$ cat src/rtl/wbc_pkg.sv
// Shared encodings for the write-back cache tag engine.
// Assumes: request and policy codes are 2 bits wide on the ports.
package wbc_pkg;
    localparam logic [1:0] OP_READ  = 2'd0;
    localparam logic [1:0] OP_WRITE = 2'd1;
    localparam logic [1:0] OP_INVAL = 2'd2;

    localparam logic [1:0] POL_FIFO = 2'd0;
    localparam logic [1:0] POL_LRU  = 2'd1;
    localparam logic [1:0] POL_MRU  = 2'd2;

    typedef enum logic [1:0] {
        ST_IDLE,
        ST_LOOK,
        ST_WB,
        ST_FILL
    } state_e;
endpackage

$ cat src/rtl/wbc_rank_touch.sv
// Moves one way to rank 0 (newest) in a per-set rank permutation.
// Ways that were newer than it age by one; older ways keep their rank.
// Assumes: ranks_i holds a permutation of 0..WAYS-1.
module wbc_rank_touch #(
    parameter int WAYS   = 4,
    parameter int RANK_W = $clog2(WAYS)
) (
    input  logic [WAYS-1:0][RANK_W-1:0] ranks_i,
    input  logic [RANK_W-1:0]           way_i,
    output logic [WAYS-1:0][RANK_W-1:0] ranks_o
);
    logic [RANK_W-1:0] pivot;

    // Reorder ranks around the touched way.
    always_comb begin
        pivot = ranks_i[way_i];
        for (int w = 0; w < WAYS; w++) begin
            if (RANK_W'(w) == way_i)
                ranks_o[w] = '0;
            else if (ranks_i[w] < pivot)
                ranks_o[w] = ranks_i[w] + RANK_W'(1);
            else
                ranks_o[w] = ranks_i[w];
        end
    end
endmodule

$ cat src/rtl/wbc_victim_pick.sv
// Chooses the way to replace within one set.
// The lowest-indexed invalid way wins. Otherwise the policy decides:
// FIFO takes the oldest fill rank, LRU the oldest use rank, and MRU
// use rank 0. Assumes both rank vectors are permutations.
module wbc_victim_pick
    import wbc_pkg::*;
#(
    parameter int WAYS   = 4,
    parameter int RANK_W = $clog2(WAYS)
) (
    input  logic [WAYS-1:0]             valid_i,
    input  logic [WAYS-1:0][RANK_W-1:0] use_rank_i,
    input  logic [WAYS-1:0][RANK_W-1:0] fill_rank_i,
    input  logic [1:0]                  policy_i,
    output logic [RANK_W-1:0]           victim_o
);
    localparam logic [RANK_W-1:0] OLDEST = RANK_W'(WAYS - 1);

    logic found;

    // Priority search: free ways first, then the policy target.
    always_comb begin
        victim_o = '0;
        found    = 1'b0;
        for (int w = 0; w < WAYS; w++) begin
            if (!found && !valid_i[w]) begin
                victim_o = RANK_W'(w);
                found    = 1'b1;
            end
        end
        if (!found) begin
            for (int w = 0; w < WAYS; w++) begin
                case (policy_i)
                    POL_FIFO: if (fill_rank_i[w] == OLDEST) victim_o = RANK_W'(w);
                    POL_MRU:  if (use_rank_i[w] == '0)      victim_o = RANK_W'(w);
                    default:  if (use_rank_i[w] == OLDEST)  victim_o = RANK_W'(w);
                endcase
            end
        end
    end
endmodule

$ cat src/rtl/wbc_event_counters.sv
// Four free-running event counters, each advancing by one on its pulse.
// Index order: 0 hit, 1 miss, 2 eviction, 3 writeback. Counters wrap.
module wbc_event_counters #(
    parameter int CNT_W = 16,
    parameter int NUM   = 4
) (
    input  logic                      clk,
    input  logic                      rst_n,
    input  logic [NUM-1:0]            inc_i,
    output logic [NUM-1:0][CNT_W-1:0] cnt_o
);
    for (genvar g = 0; g < NUM; g++) begin : g_cnt
        logic [CNT_W-1:0] cnt_q;

        // Count one event per asserted cycle.
        always_ff @(posedge clk) begin
            if (!rst_n)        cnt_q <= '0;
            else if (inc_i[g]) cnt_q <= cnt_q + CNT_W'(1);
        end

        assign cnt_o[g] = cnt_q;
    end
endmodule

$ cat src/rtl/wbc_cache.sv
// Tag-only write-back, write-allocate set-associative cache level.
// Handles one request at a time: IDLE accepts, LOOK resolves hit or
// victim, WB pushes a dirty block out, and FILL fetches the new block.
// Assumes: SETS and WAYS are powers of two, SETS >= 2 and WAYS >= 2,
// and the policy input is steady while a request is in flight.
module wbc_cache
    import wbc_pkg::*;
#(
    parameter int ADDR_W      = 16,
    parameter int CACHE_BYTES = 256,
    parameter int BLOCK_BYTES = 16,
    parameter int WAYS        = 4,
    parameter int CNT_W       = 16
) (
    input  logic              clk,
    input  logic              rst_n,
    input  logic [1:0]        policy,
    input  logic              req_valid,
    output logic              req_ready,
    input  logic [1:0]        req_op,
    input  logic [ADDR_W-1:0] req_addr,
    output logic              rsp_valid,
    output logic              rsp_hit,
    output logic              wb_valid,
    input  logic              wb_ready,
    output logic [ADDR_W-1:0] wb_addr,
    output logic              fill_valid,
    input  logic              fill_ready,
    output logic [ADDR_W-1:0] fill_addr,
    output logic [CNT_W-1:0]  cnt_hit,
    output logic [CNT_W-1:0]  cnt_miss,
    output logic [CNT_W-1:0]  cnt_evict,
    output logic [CNT_W-1:0]  cnt_wb
);
    localparam int SETS   = CACHE_BYTES / (BLOCK_BYTES * WAYS);
    localparam int OFF_W  = $clog2(BLOCK_BYTES);
    localparam int IDX_W  = $clog2(SETS);
    localparam int TAG_W  = ADDR_W - OFF_W - IDX_W;
    localparam int RANK_W = $clog2(WAYS);
    localparam int BLK_W  = ADDR_W - OFF_W;

    state_e            state_q;
    logic [1:0]        op_q;
    logic [BLK_W-1:0]  blk_q;
    logic [RANK_W-1:0] cur_way_q;
    logic [TAG_W-1:0]  wb_tag_q;
    logic              rsp_valid_q, rsp_hit_q;

    logic [TAG_W-1:0]             tag_q       [SETS][WAYS];
    logic [WAYS-1:0]              valid_q     [SETS];
    logic [WAYS-1:0]              dirty_q     [SETS];
    logic [WAYS-1:0][RANK_W-1:0]  use_rank_q  [SETS];
    logic [WAYS-1:0][RANK_W-1:0]  fill_rank_q [SETS];

    logic [IDX_W-1:0]             idx;
    logic [TAG_W-1:0]             req_tag;
    logic [WAYS-1:0]              hit_vec;
    logic                         hit_any;
    logic [RANK_W-1:0]            hit_way, victim, touch_way;
    logic [WAYS-1:0][RANK_W-1:0]  use_next, fill_next;
    logic                         is_rw, victim_valid, victim_dirty;
    logic [3:0]                   inc;
    logic [3:0][CNT_W-1:0]        cnt;
    logic                         unused_off;

    assign unused_off = ^req_addr[OFF_W-1:0];
    assign idx        = blk_q[IDX_W-1:0];
    assign req_tag    = blk_q[BLK_W-1:IDX_W];
    assign is_rw      = (op_q != OP_INVAL);

    // Compare the request tag against every way of the selected set.
    always_comb begin
        hit_way = '0;
        for (int w = 0; w < WAYS; w++) begin
            hit_vec[w] = valid_q[idx][w] && (tag_q[idx][w] == req_tag);
            if (hit_vec[w]) hit_way = RANK_W'(w);
        end
        hit_any = |hit_vec;
    end

    wbc_victim_pick #(.WAYS(WAYS), .RANK_W(RANK_W)) u_pick (
        .valid_i     (valid_q[idx]),
        .use_rank_i  (use_rank_q[idx]),
        .fill_rank_i (fill_rank_q[idx]),
        .policy_i    (policy),
        .victim_o    (victim)
    );

    assign victim_valid = valid_q[idx][victim];
    assign victim_dirty = dirty_q[idx][victim];
    assign touch_way    = (state_q == ST_LOOK) ? hit_way : cur_way_q;

    wbc_rank_touch #(.WAYS(WAYS), .RANK_W(RANK_W)) u_use_touch (
        .ranks_i (use_rank_q[idx]),
        .way_i   (touch_way),
        .ranks_o (use_next)
    );

    wbc_rank_touch #(.WAYS(WAYS), .RANK_W(RANK_W)) u_fill_touch (
        .ranks_i (fill_rank_q[idx]),
        .way_i   (touch_way),
        .ranks_o (fill_next)
    );

    // Event pulses, all raised during the lookup cycle.
    always_comb begin
        inc    = '0;
        inc[0] = (state_q == ST_LOOK) && is_rw && hit_any;
        inc[1] = (state_q == ST_LOOK) && is_rw && !hit_any;
        inc[2] = inc[1] && victim_valid;
        inc[3] = (inc[2] && victim_dirty) ||
                 ((state_q == ST_LOOK) && !is_rw && hit_any && dirty_q[idx][hit_way]);
    end

    wbc_event_counters #(.CNT_W(CNT_W), .NUM(4)) u_cnt (
        .clk   (clk),
        .rst_n (rst_n),
        .inc_i (inc),
        .cnt_o (cnt)
    );

    // Control sequence plus tag, state-bit and rank storage updates.
    always_ff @(posedge clk) begin
        if (!rst_n) begin
            state_q     <= ST_IDLE;
            op_q        <= OP_READ;
            blk_q       <= '0;
            cur_way_q   <= '0;
            wb_tag_q    <= '0;
            rsp_valid_q <= 1'b0;
            rsp_hit_q   <= 1'b0;
            for (int s = 0; s < SETS; s++) begin
                valid_q[s] <= '0;
                dirty_q[s] <= '0;
                for (int w = 0; w < WAYS; w++) begin
                    tag_q[s][w]       <= '0;
                    use_rank_q[s][w]  <= RANK_W'(w);
                    fill_rank_q[s][w] <= RANK_W'(w);
                end
            end
        end else begin
            rsp_valid_q <= 1'b0;
            case (state_q)
                ST_IDLE: begin
                    if (req_valid) begin
                        op_q    <= req_op;
                        blk_q   <= req_addr[ADDR_W-1:OFF_W];
                        state_q <= ST_LOOK;
                    end
                end
                ST_LOOK: begin
                    if (!is_rw) begin
                        cur_way_q <= hit_way;
                        wb_tag_q  <= req_tag;
                        if (hit_any && dirty_q[idx][hit_way]) begin
                            state_q <= ST_WB;
                        end else begin
                            if (hit_any) valid_q[idx][hit_way] <= 1'b0;
                            rsp_valid_q <= 1'b1;
                            rsp_hit_q   <= hit_any;
                            state_q     <= ST_IDLE;
                        end
                    end else if (hit_any) begin
                        if (op_q == OP_WRITE) dirty_q[idx][hit_way] <= 1'b1;
                        use_rank_q[idx] <= use_next;
                        rsp_valid_q     <= 1'b1;
                        rsp_hit_q       <= 1'b1;
                        state_q         <= ST_IDLE;
                    end else begin
                        cur_way_q <= victim;
                        wb_tag_q  <= tag_q[idx][victim];
                        state_q   <= (victim_valid && victim_dirty) ? ST_WB : ST_FILL;
                    end
                end
                ST_WB: begin
                    if (wb_ready) begin
                        valid_q[idx][cur_way_q] <= 1'b0;
                        dirty_q[idx][cur_way_q] <= 1'b0;
                        if (!is_rw) begin
                            rsp_valid_q <= 1'b1;
                            rsp_hit_q   <= 1'b1;
                            state_q     <= ST_IDLE;
                        end else begin
                            state_q <= ST_FILL;
                        end
                    end
                end
                ST_FILL: begin
                    if (fill_ready) begin
                        tag_q[idx][cur_way_q]   <= req_tag;
                        valid_q[idx][cur_way_q] <= 1'b1;
                        dirty_q[idx][cur_way_q] <= (op_q == OP_WRITE);
                        use_rank_q[idx]         <= use_next;
                        fill_rank_q[idx]        <= fill_next;
                        rsp_valid_q             <= 1'b1;
                        rsp_hit_q               <= 1'b0;
                        state_q                 <= ST_IDLE;
                    end
                end
                default: state_q <= ST_IDLE;
            endcase
        end
    end

    assign req_ready  = (state_q == ST_IDLE);
    assign rsp_valid  = rsp_valid_q;
    assign rsp_hit    = rsp_hit_q;
    assign wb_valid   = (state_q == ST_WB);
    assign wb_addr    = {wb_tag_q, idx, {OFF_W{1'b0}}};
    assign fill_valid = (state_q == ST_FILL);
    assign fill_addr  = {req_tag, idx, {OFF_W{1'b0}}};
    assign cnt_hit    = cnt[0];
    assign cnt_miss   = cnt[1];
    assign cnt_evict  = cnt[2];
    assign cnt_wb     = cnt[3];
endmodule

$ cat config.mk
export PLATFORM = sky130hd
export DESIGN_NAME = wbc_cache
export DESIGN_NICKNAME = d
export VERILOG_FILES = /design/src/rtl/wbc_pkg.sv /design/src/rtl/wbc_rank_touch.sv /design/src/rtl/wbc_victim_pick.sv /design/src/rtl/wbc_event_counters.sv /design/src/rtl/wbc_cache.sv
export SDC_FILE = /design/constraint.sdc
export NUM_CORES = 1
export LEC_CHECK = 0
export BUFFER_PORTS_ARGS = -buffer_cell sky130_fd_sc_hd__buf_2
export CORE_MARGIN = 2
export CORE_UTILIZATION = 45
export CTS_CLUSTER_SIZE = 10
export DETAILED_ROUTE_END_ITERATION = 6
export PLACE_DENSITY = 0.71
export SYNTH_ARGS = -nofsm -noshare
export SYNTH_HDL_FRONTEND = slang
export SYNTH_HIERARCHICAL = 1
export SYNTH_SLANG_ARGS = --single-unit
$ cat constraint.sdc
create_clock -name clk -period 6.6 [get_ports clk]
set_input_delay 0.33 -clock clk [delete_from_list [all_inputs] [get_ports clk]]
set_output_delay 0.33 -clock clk [all_outputs]
set_load 0.02 [all_outputs]
# Word-level counts from Yosys, hierarchy flattened
# Memory sizes are Yosys's and may differ from the RTL's. A register that Yosys moved wholly into a read port is not among the register bits.
# Index checks and enable logic that the tools add are counted.
# W data, S select, Z words.
[totals]
ff_bits = 94
ramBits = 256
inputBits = 25
memories = 5
[mem_list]
columns = ["memory", "depth", "word_bits", "read_ports", "rd_clocked_by_memory_dff", "wr", "line", "rtl"]
rows = [
  ["tag_q", 4, 40, 1, 1, 4, "wbc_cache.sv:49", "logic [TAG_W-1:0] tag_q [SETS][WAYS];"],
  ["fill_rank_q", 4, 8, 1, 1, 4, "wbc_cache.sv:53", "logic [WAYS-1:0][RANK_W-1:0] fill_rank_q [SETS];"],
  ["use_rank_q", 4, 8, 1, 1, 4, "wbc_cache.sv:52", "logic [WAYS-1:0][RANK_W-1:0] use_rank_q [SETS];"],
  ["dirty_q", 4, 4, 1, 1, 4, "wbc_cache.sv:51", "logic [WAYS-1:0] dirty_q [SETS];"],
  ["valid_q", 4, 4, 1, 1, 4, "wbc_cache.sv:50", "logic [WAYS-1:0] valid_q [SETS];"],
]
[classes]
addsub = 12
order_cmp = 17
eq_ne = 28
n_mux = 157
bitwise = 19
reduce_logical = 46
[ops]
columns = ["operator", "count"]
rows = [
  ["$mux W2", 60],
  ["$mux W40", 3],
  ["$add A16 B1 Y16 const B", 4],
  ["$mux W1", 62],
  ["$mux W10", 5],
  ["$eq A10 B10 Y1", 4],
  ["$reduce_or A40 Y1", 1],
  ["$mux W4", 8],
  ["$mux W8", 3],
  ["$eq A2 B2 Y1 const B", 11],
  ["$bmux W10 S2", 1],
  ["$demux W10 S2", 1],
  ["$logic_and A1 B1 Y1", 20],
  ["$or A1 B1 Y1", 17],
  ["$add A2 B1 Y2 const B", 8],
  ["$lt A2 B2 Y1", 8],
  ["$pmux W2 S2", 4],
  ["$reduce_or A8 Y1", 2],
  ["$logic_not A2 Y1", 7],
  ["$lt A2 B3 Y1 const B", 4],
  ["$reduce_or A4 Y1", 3],
  ["$bmux W2 S2", 2],
  ["$ne A2 B2 Y1 const B", 4],
  ["$pmux W2 S4", 1],
  ["18 further kinds", 36],
]

# Depth between registers and ports, before layout
# Gate-level depths: netlist of run 1.
[depth]
word_depth = 25
depth_mapped = 23
depth_no_buf = 14

# Hierarchy
# Netlist of run 1, hierarchy kept.
[modules_own_cells]
columns = ["mod", "instances", "cells_each", "area_per_inst_um2", "seq_area_each_um2"]
rows = [
  ["wbc_cache", 1, 1149, 14538.9, 8328.0],
  ["wbc_event_counters", 1, 325, 2857.7, 1281.2],
  ["wbc_rank_touch", 2, 35, 301.5, 0.0],
  ["wbc_victim_pick", 1, 20, 122.6, 0.0],
]

# Worst setup path before layout of run 1
# Ideal clock, no wire load.
[synth_timing]
path_kind = "register to register"
start = "reg with a tool-made name"
end = "reg u_cnt.g_cnt[3].cnt_q[15]"
setup_time_ps = 119
arrival_ps = 5294
t_required_ps = 6481
path_slack_ps = 1187
path_stages_with_launch = 23
synth_period_minus_slack_ps = 5413
path_cell_list = "dfxtp_1 > buf_6 > buf_6 > buf_6 > buf_2 > buf_2 > buf_1 > buf_2 > mux4_2 > a21oi_1 > a211oi_1 > o311a_1 > inv_1 > clkbuf_1 > mux4_2 > nand2_1 > inv_1 > o2bb2ai_1 > clkbuf_1 > and4_1 > and4_1 > nand3_1 > mux2i_1"
[synth_rtl]
columns = ["element", "line", "rtl"]
rows = [
  ["end signal: assignment", "wbc_event_counters.sv:18", "else if (inc_i[g]) cnt_q <= cnt_q + CNT_W'(1);"],
  ["end: declaration", "wbc_event_counters.sv:13", "logic [CNT_W-1:0] cnt_q;"],
]

==> impl_metrics.env, run 1 <==
export IMPL_regArea_sq_um=9620
export IMPL_dr_pass1_iters=5
export IMPL_synth_warnings=6
export IMPL_cts_resized=0
export IMPL_ant_nets=0
export IMPL_power_density_nw_per_um2=280
export IMPL_grt_pass1_wl_mm=72.1
export IMPL_busiest_layer="met2"
export IMPL_max_stage_delay_ns=0.90
export IMPL_clockBufferDepth=3
export IMPL_tightest_slew_ns=1.27
export IMPL_clk_pin_slew_ns=0.06
export IMPL_cts_tree="built"
export IMPL_finalSetupViolCount=0
export IMPL_synthDistinctLibCells=83
export IMPL_track_usage_pct=22.3
export IMPL_clock_skew_ns=0.0159
export IMPL_syn_inst=1564
export IMPL_worstHoldPathCells=3
export IMPL_drive_above_1_share_pct=19.6
export IMPL_multi_input_area_sq_um=7860
export IMPL_drc=0
export IMPL_wirelength_mm=46.6
export IMPL_fin_setup_tns_ns=0
export IMPL_use_met1_pct=29.1
export IMPL_netlist_top_cells_count="edfxtp_1 (256), nand2_1 (122), and2_1 (118)"
export IMPL_worst_r2r_setup_slack_ns=1.14
export IMPL_relSlewSlack_pct=15.6
export IMPL_clk_latency_ns=0.55
export IMPL_grt_util_met2_pct=36.7
export IMPL_fill_cells=3412
export IMPL_r2r_cells=14
export IMPL_arrival_ns=5.74
export IMPL_clockRootBuffer="clkbuf_16"
export IMPL_die_area_sq_um=41900
export IMPL_die_w_um=205
export IMPL_synth_area_leaders="edfxtp_1 (42%), dfxtp_1 (11%), mux4_2 (8.8%), and2_1 (4.1%), xnor2_1 (3.0%)"
export IMPL_min_path_type="primary input to flip-flop"
export IMPL_min_to="blk_q[6]$_SDFFE_PN0P_"
export IMPL_start_kind="flip-flop"
export IMPL_worst_path_most_repeated_cell="xnor2_1"
export IMPL_synth_most_common_cell="edfxtp_1"
export IMPL_total_power_w=0.00569
export IMPL_status="complete, no violations"
export IMPL_min_period_ns=5.46
export IMPL_cts_made_buffers=42
export IMPL_syn_area_per_cell_sq_um=11.6
export IMPL_first_iter_violations=1351
export IMPL_antenna_found_initial=0
export IMPL_start_util_pct=45.6
export IMPL_slew_viol_final=0
export IMPL_areaGrowthSynthToFinish_pct=12.2
export IMPL_synth_top_area_share_pct=42.4
export IMPL_antennaDiodeCount=0
export IMPL_async_reset_ff_share_pct=0
export IMPL_rsz0062_at_grt="false"
export IMPL_h_tree_depth=2
export IMPL_nNetsFinal=1684
export IMPL_gp_congestion=0.946
export IMPL_fmax_mhz=183
export IMPL_portBuffers=113
export IMPL_crit_chain="mux4_2 -> xnor2_1 -> nand4_1 -> nor4b_4 -> nand2_1 -> a31oi_1 -> buf_4 -> mux4_1 -> inv_1 -> ha_1 -> nor3b_1 -> xnor2_1 -> nor2_1 -> or3_1"
export IMPL_cpMaxStageDelayCell="dfxtp_4"
export IMPL_grt_pass1_vias=12500
export IMPL_vias=13000
export IMPL_critPathKind="flip-flop to flip-flop"
export IMPL_ir_drop_mv=0.164
export IMPL_grt_max_degree=66
export IMPL_viasPerCell=5.90
export IMPL_ys_ff_latch=352
export IMPL_rows=73
export IMPL_synth_area_sq_um=18100
export IMPL_r2r_end="use_rank_q[2][5]$_SDFFCE_PN1P_"
export IMPL_final_hold_viol_count=0
export IMPL_final_core_util_pct=51.2
export IMPL_period_share_pct=82.7
export IMPL_core_area_sq_um=39700
export IMPL_wl_per_cell_um=21.2
export IMPL_gr_usage_met3_pct=4.84
export IMPL_ys_seq_area_share_pct=53.0
export IMPL_num_io_pins=126
export IMPL_hold_buffers=2
export IMPL_synth_edff_count=256
export IMPL_dp_hpwl_mm=31.4
export IMPL_critPathRequiredTime_ns=6.88
export IMPL_synth_area_leader_cell="edfxtp_1"
export IMPL_synth_ff_type="edfxtp_1"
export IMPL_drv_cap=0
export IMPL_path_max_fanout=45
export IMPL_grt_overflow=0
export IMPL_cts_setup_buffers=0
export IMPL_end_kind="flip-flop"
export IMPL_cts_sinks=352
export IMPL_power_leakage_nw=7.15
export IMPL_min_from="req_addr[10]"
export IMPL_die_y_um=205
-- cells in the final DEF, fill, tap and decap left out, drive strengths merged, types with 14 or more instances in the layout --
cell / n
or3: 40
and2: 122
and3: 25
nor3: 78
xor2: 21
mux4: 73
edfxtp: 256
clkbuf: 65
a211oi: 14
dfxtp: 96
a21oi: 49
nor3b: 17
nand4: 30
xnor2: 63
nand2: 122
nor4: 19
nor2: 114
o21ai: 63
buf: 153
nand2b: 24
mux2i: 41
nand3: 27
inv: 21
-- logic make-up (layout without fill, tap and decap cells) --
kind of cell | count (synthesis) | after routing | synth area share [%]
DFF | 352 | 352 | 53.0
xor gates and xnor gates | 84 | 84 | 4.10
other | 1 | 8 | 0.0207
muxes | 122 | 122 | 11.9
adders and majority gates | 12 | 12 | 0.828
AOI/OAI and AO/OA | 184 | 184 | 6.57
buffers and inverters | 147 | 248 | 3.76
and+or+nand+nor | 662 | 662 | 19.8
-- critical path: cells and delay by family, from the launching register on --
| family | cells | cell delay, ns |
|---|---|---|
| DFF | 1 | 0.90 |
| xor gates and xnor gates | 2 | 0.41 |
| AOI/OAI and AO/OA | 1 | 0.23 |
| adders and majority gates | 1 | 0.26 |
| muxes | 2 | 1.24 |
| and+or+nand+nor | 6 | 1.71 |
| buffers and inverters | 2 | 0.39 |
-- per-layer routing --
layer | wire length (um) | part of all wire [%]
met1 | 19100 | 41
met2 | 22400 | 48
met3 | 3730 | 8.0
met4 | 1350 | 2.9
met5 | 0 | 0
-- report_power, final --
| part | leakage [nW] | switching, W | internal [W] |
|---|---|---|---|
| Sequential | 3.31 | 0.0000992 | 0.00245 |
| Clock | 0.582 | 0.000869 | 0.00122 |
| Combinational | 3.26 | 0.000654 | 0.000395 |
-- flip-flops by register name, summed over array words and instances (netlist names), 2 cells and up, named ones only --
name and count:
tag_q 160, u_cnt/g_cnt.cnt_q 64, fill_rank_q 32, use_rank_q 32, dirty_q 16, valid_q 16, blk_q 12, wb_tag_q 10
cur_way_q 2, op_q 2, state_q 2
-- area by class of cell --
class,count,share of cell area (%)
inverters,24,0.443
clock buffers,65,5.80
multi-input cells,1072,38.7
clock inverters,4,0.111
repair buffers,155,4.42
flip-flops and latches,352,47.3
well taps,525,3.23
-- per-stage QoR --
step	cells	hold slack [ns]	area [sq um]	setup WS, ns
floorplan	1571	0.453	18100	1.19
global placement	2126	0.452	19100	1.33
detailed placement	2126	0.467	19100	1.21
CTS	2197	0.00150	20300	1.19
global route	2197	0.0174	20300	0.779
finish	2197	0.0246	20300	1.14
-- worst max-delay path by stage --
stage,start,to,slack [ns]
global placement,flip-flop,fill_rank_q[0][7]$_SDFFCE_PN1P_,1.33
CTS,flip-flop,use_rank_q[3][7]$_SDFFCE_PN1P_,1.19
finish,flip-flop,use_rank_q[2][5]$_SDFFCE_PN1P_,1.14
global route,flip-flop,use_rank_q[2][5]$_SDFFCE_PN1P_,0.78
detailed placement,flip-flop,use_rank_q[3][7]$_SDFFCE_PN1P_,1.21
floorplan,flip-flop,u_cnt/g_cnt[3].cnt_q[15]$_SDFFE_PN0P_,1.19
Note: power is estimated with default switching activity, not from simulation.
==> run 2, diff against run 1 <==
Clock period 6.6 ns to 5.05 ns, I/O delays scaled along.
==> impl_metrics.env, run 2 (synthesis results as in run 1) <==
export IMPL_holdWs_ns=0.171
export IMPL_status="complete, no violations"
export IMPL_largestRegisters="tag_q (160), u_cnt/g_cnt.cnt_q (64)"
export IMPL_num_io_pins=126
export IMPL_clk_latency_ns=0.56
export IMPL_drc=0
export IMPL_grt_pass1_vias=12900
export IMPL_grt_pass1_wl_mm=74.1
export IMPL_regMostFlops="tag_q"
export IMPL_vias=13400
export IMPL_end_kind="flip-flop"
export IMPL_power_leakage_nw=7.38
export IMPL_power_density_nw_per_um2=363
export IMPL_dp_slack_ns=-0.0412
export IMPL_relSlewSlack_pct=34.4
export IMPL_h_tree_depth=2
export IMPL_fmax_mhz=205
export IMPL_tightest_slew_ns=0.982
export IMPL_final_cell_area_sq_um=20800
export IMPL_first_iter_violations=1366
export IMPL_placed_cells=2155
export IMPL_clock_skew_ns=0.0326
export IMPL_largest_reg_flops=160
export IMPL_ant_nets=0
export IMPL_cts_tree="built"
export IMPL_fin_cells=2241
export IMPL_min_path_type="primary input to flip-flop"
export IMPL_die_y_um=205
export IMPL_slew_viol_final=0
export IMPL_place_area_sq_um=19300
export IMPL_worst_r2r_setup_slack_ns=0.17
export IMPL_clockBufferDepth=3
export IMPL_fill_cells=3373
export IMPL_final_hold_viol_count=0
export IMPL_viasPerCell=5.97
export IMPL_start_kind="flip-flop"
export IMPL_drv_cap=0
export IMPL_critPathRequiredTime_ns=5.34
export IMPL_arrival_ns=5.17
export IMPL_cpMaxStageDelayCell="or4_4"
export IMPL_min_period_ns=4.88
export IMPL_clk_pin_slew_ns=0.05
export IMPL_path_max_fanout=31
export IMPL_wirelength_mm=48.4
export IMPL_rsz0062_at_grt="false"
export IMPL_grt_overflow=0
export IMPL_period_share_pct=96.6
export IMPL_areaGrowthSynthToFinish_pct=14.5
export IMPL_rows=73
export IMPL_mostFrequentLayoutCell="edfxtp_1"
export IMPL_portBuffers=113
export IMPL_critPathKind="flip-flop to flip-flop"
export IMPL_clockRootBuffer="clkbuf_16"
export IMPL_drive_above_1_share_pct=21.2
export IMPL_cts_sinks=352
export IMPL_crit_chain="buf_12 -> mux4_2 -> xnor2_1 -> nand3_1 -> or4_4 -> nand2_1 -> a31oi_2 -> buf_12 -> mux4_1 -> inv_1 -> ha_1 -> nor3b_1 -> xnor2_1 -> nor2_1 -> or3_1"
export IMPL_grt_max_degree=87
export IMPL_wl_per_cell_um=21.6
export IMPL_core_area_sq_um=39700
export IMPL_finalSetupViolCount=0
export IMPL_start_util_pct=45.6
export IMPL_die_w_um=205
export IMPL_dr_pass1_iters=5
export IMPL_max_stage_delay_ns=0.60
export IMPL_gp_congestion=0.933
export IMPL_antennaDiodeCount=0
export IMPL_track_usage_pct=22.9
export IMPL_mostFrequentLayoutCells="edfxtp_1 (256), nand2_1 (122), and2_1 (118), nor2_1 (114), buf_2 (113)"
export IMPL_ir_drop_mv=0.209
export IMPL_antenna_found_initial=0
export IMPL_die_area_sq_um=41900
export IMPL_nNetsFinal=1729
export IMPL_dp_hpwl_mm=33.0
export IMPL_final_setup_worst_slack_ns=0.170
export IMPL_cts_made_buffers=42
[run 2: changes by cell type in the layout (fill, tap and decap cells not counted), moves of 2 or more]
| cell | before | now |
|---|---|---|
| buf_4 | 39 | 69 |
| o21ai_1 | 8 | 1 |
| clkinv_8 | 0 | 2 |
| dlygate4sd3_1 | 2 | 14 |
| clkbuf_8 | 2 | 0 |
| buf_12 | 1 | 3 |
| o21ai_0 | 53 | 60 |
[run 2: final timing paths]
kind,start,to,cells past startpoint
setup reg to reg,flip-flop,fill_rank_q[0][5]$_SDFFCE_PN1P_,15
setup / recovery,flip-flop,fill_rank_q[0][5]$_SDFFCE_PN1P_,15
hold reg to reg,rsp_hit$_SDFFE_PN0P_,rsp_hit$_SDFFE_PN0P_,2
hold / removal,wb_ready,state_q[0]$_SDFFE_PN0P_,3
[run 2: area by class of cell]
type / instances / area, sq um / share of cell area, %
well taps: 525 / 657 / 3.16
repair buffers: 200 / 1300 / 6.26
clock inverters: 5 / 48.8 / 0.235
clock buffers: 63 / 1170 / 5.65
flip-flops and latches: 352 / 9620 / 46.3
multi-input cells: 1072 / 7870 / 37.9
inverters: 24 / 90.1 / 0.434
[run 2: critical path, delay by kind of cell (launching register included)]
| family | cells | cell delay [ns] |
|---|---|---|
| adders and majority gates | 1 | 0.27 |
| AOI/OAI and AO/OA | 1 | 0.16 |
| xor gates and xnor gates | 2 | 0.43 |
| DFF | 1 | 0.54 |
| muxes | 2 | 0.86 |
| and+or+nand+nor | 6 | 1.69 |
| buffers and inverters | 3 | 0.65 |
[run 2: through the flow]
stage                     TNS, ns  total power [W]  util [%]
after floorplan                 0          0.00435         -
after global placement          0          0.00475      48.7
after detailed placement   -0.247          0.00479      48.7
after CTS                       0          0.00754      52.1
after global routing            0          0.00780      52.2
final                           0          0.00754      52.2
[run 2: what timing repair did]
item                       CTS  global route
hold endpoints to repair    15             0
gates resized for setup      0             2
hold buffers                14             0
buffers inserted             1             3
setup endpoints to repair    6            29
[run 2: where the power goes]
part	switching, W	internal (W)	total, W
registers	0.0000986	0.00321	0.00331
clock network	0.00115	0.00160	0.00274
logic	0.000920	0.000569	0.00149
[run 2: layer usage]
layer / up-vias / share of wire (%) / global-route usage (%)
met5: - / 0 / 0
li1: 6015 / - / -
met3: 141 / 8.2 / 4.14
met1: 6564 / 40 / 30.1
met2: 648 / 48 / 37.5
met4: 0 / 3.9 / 9.37
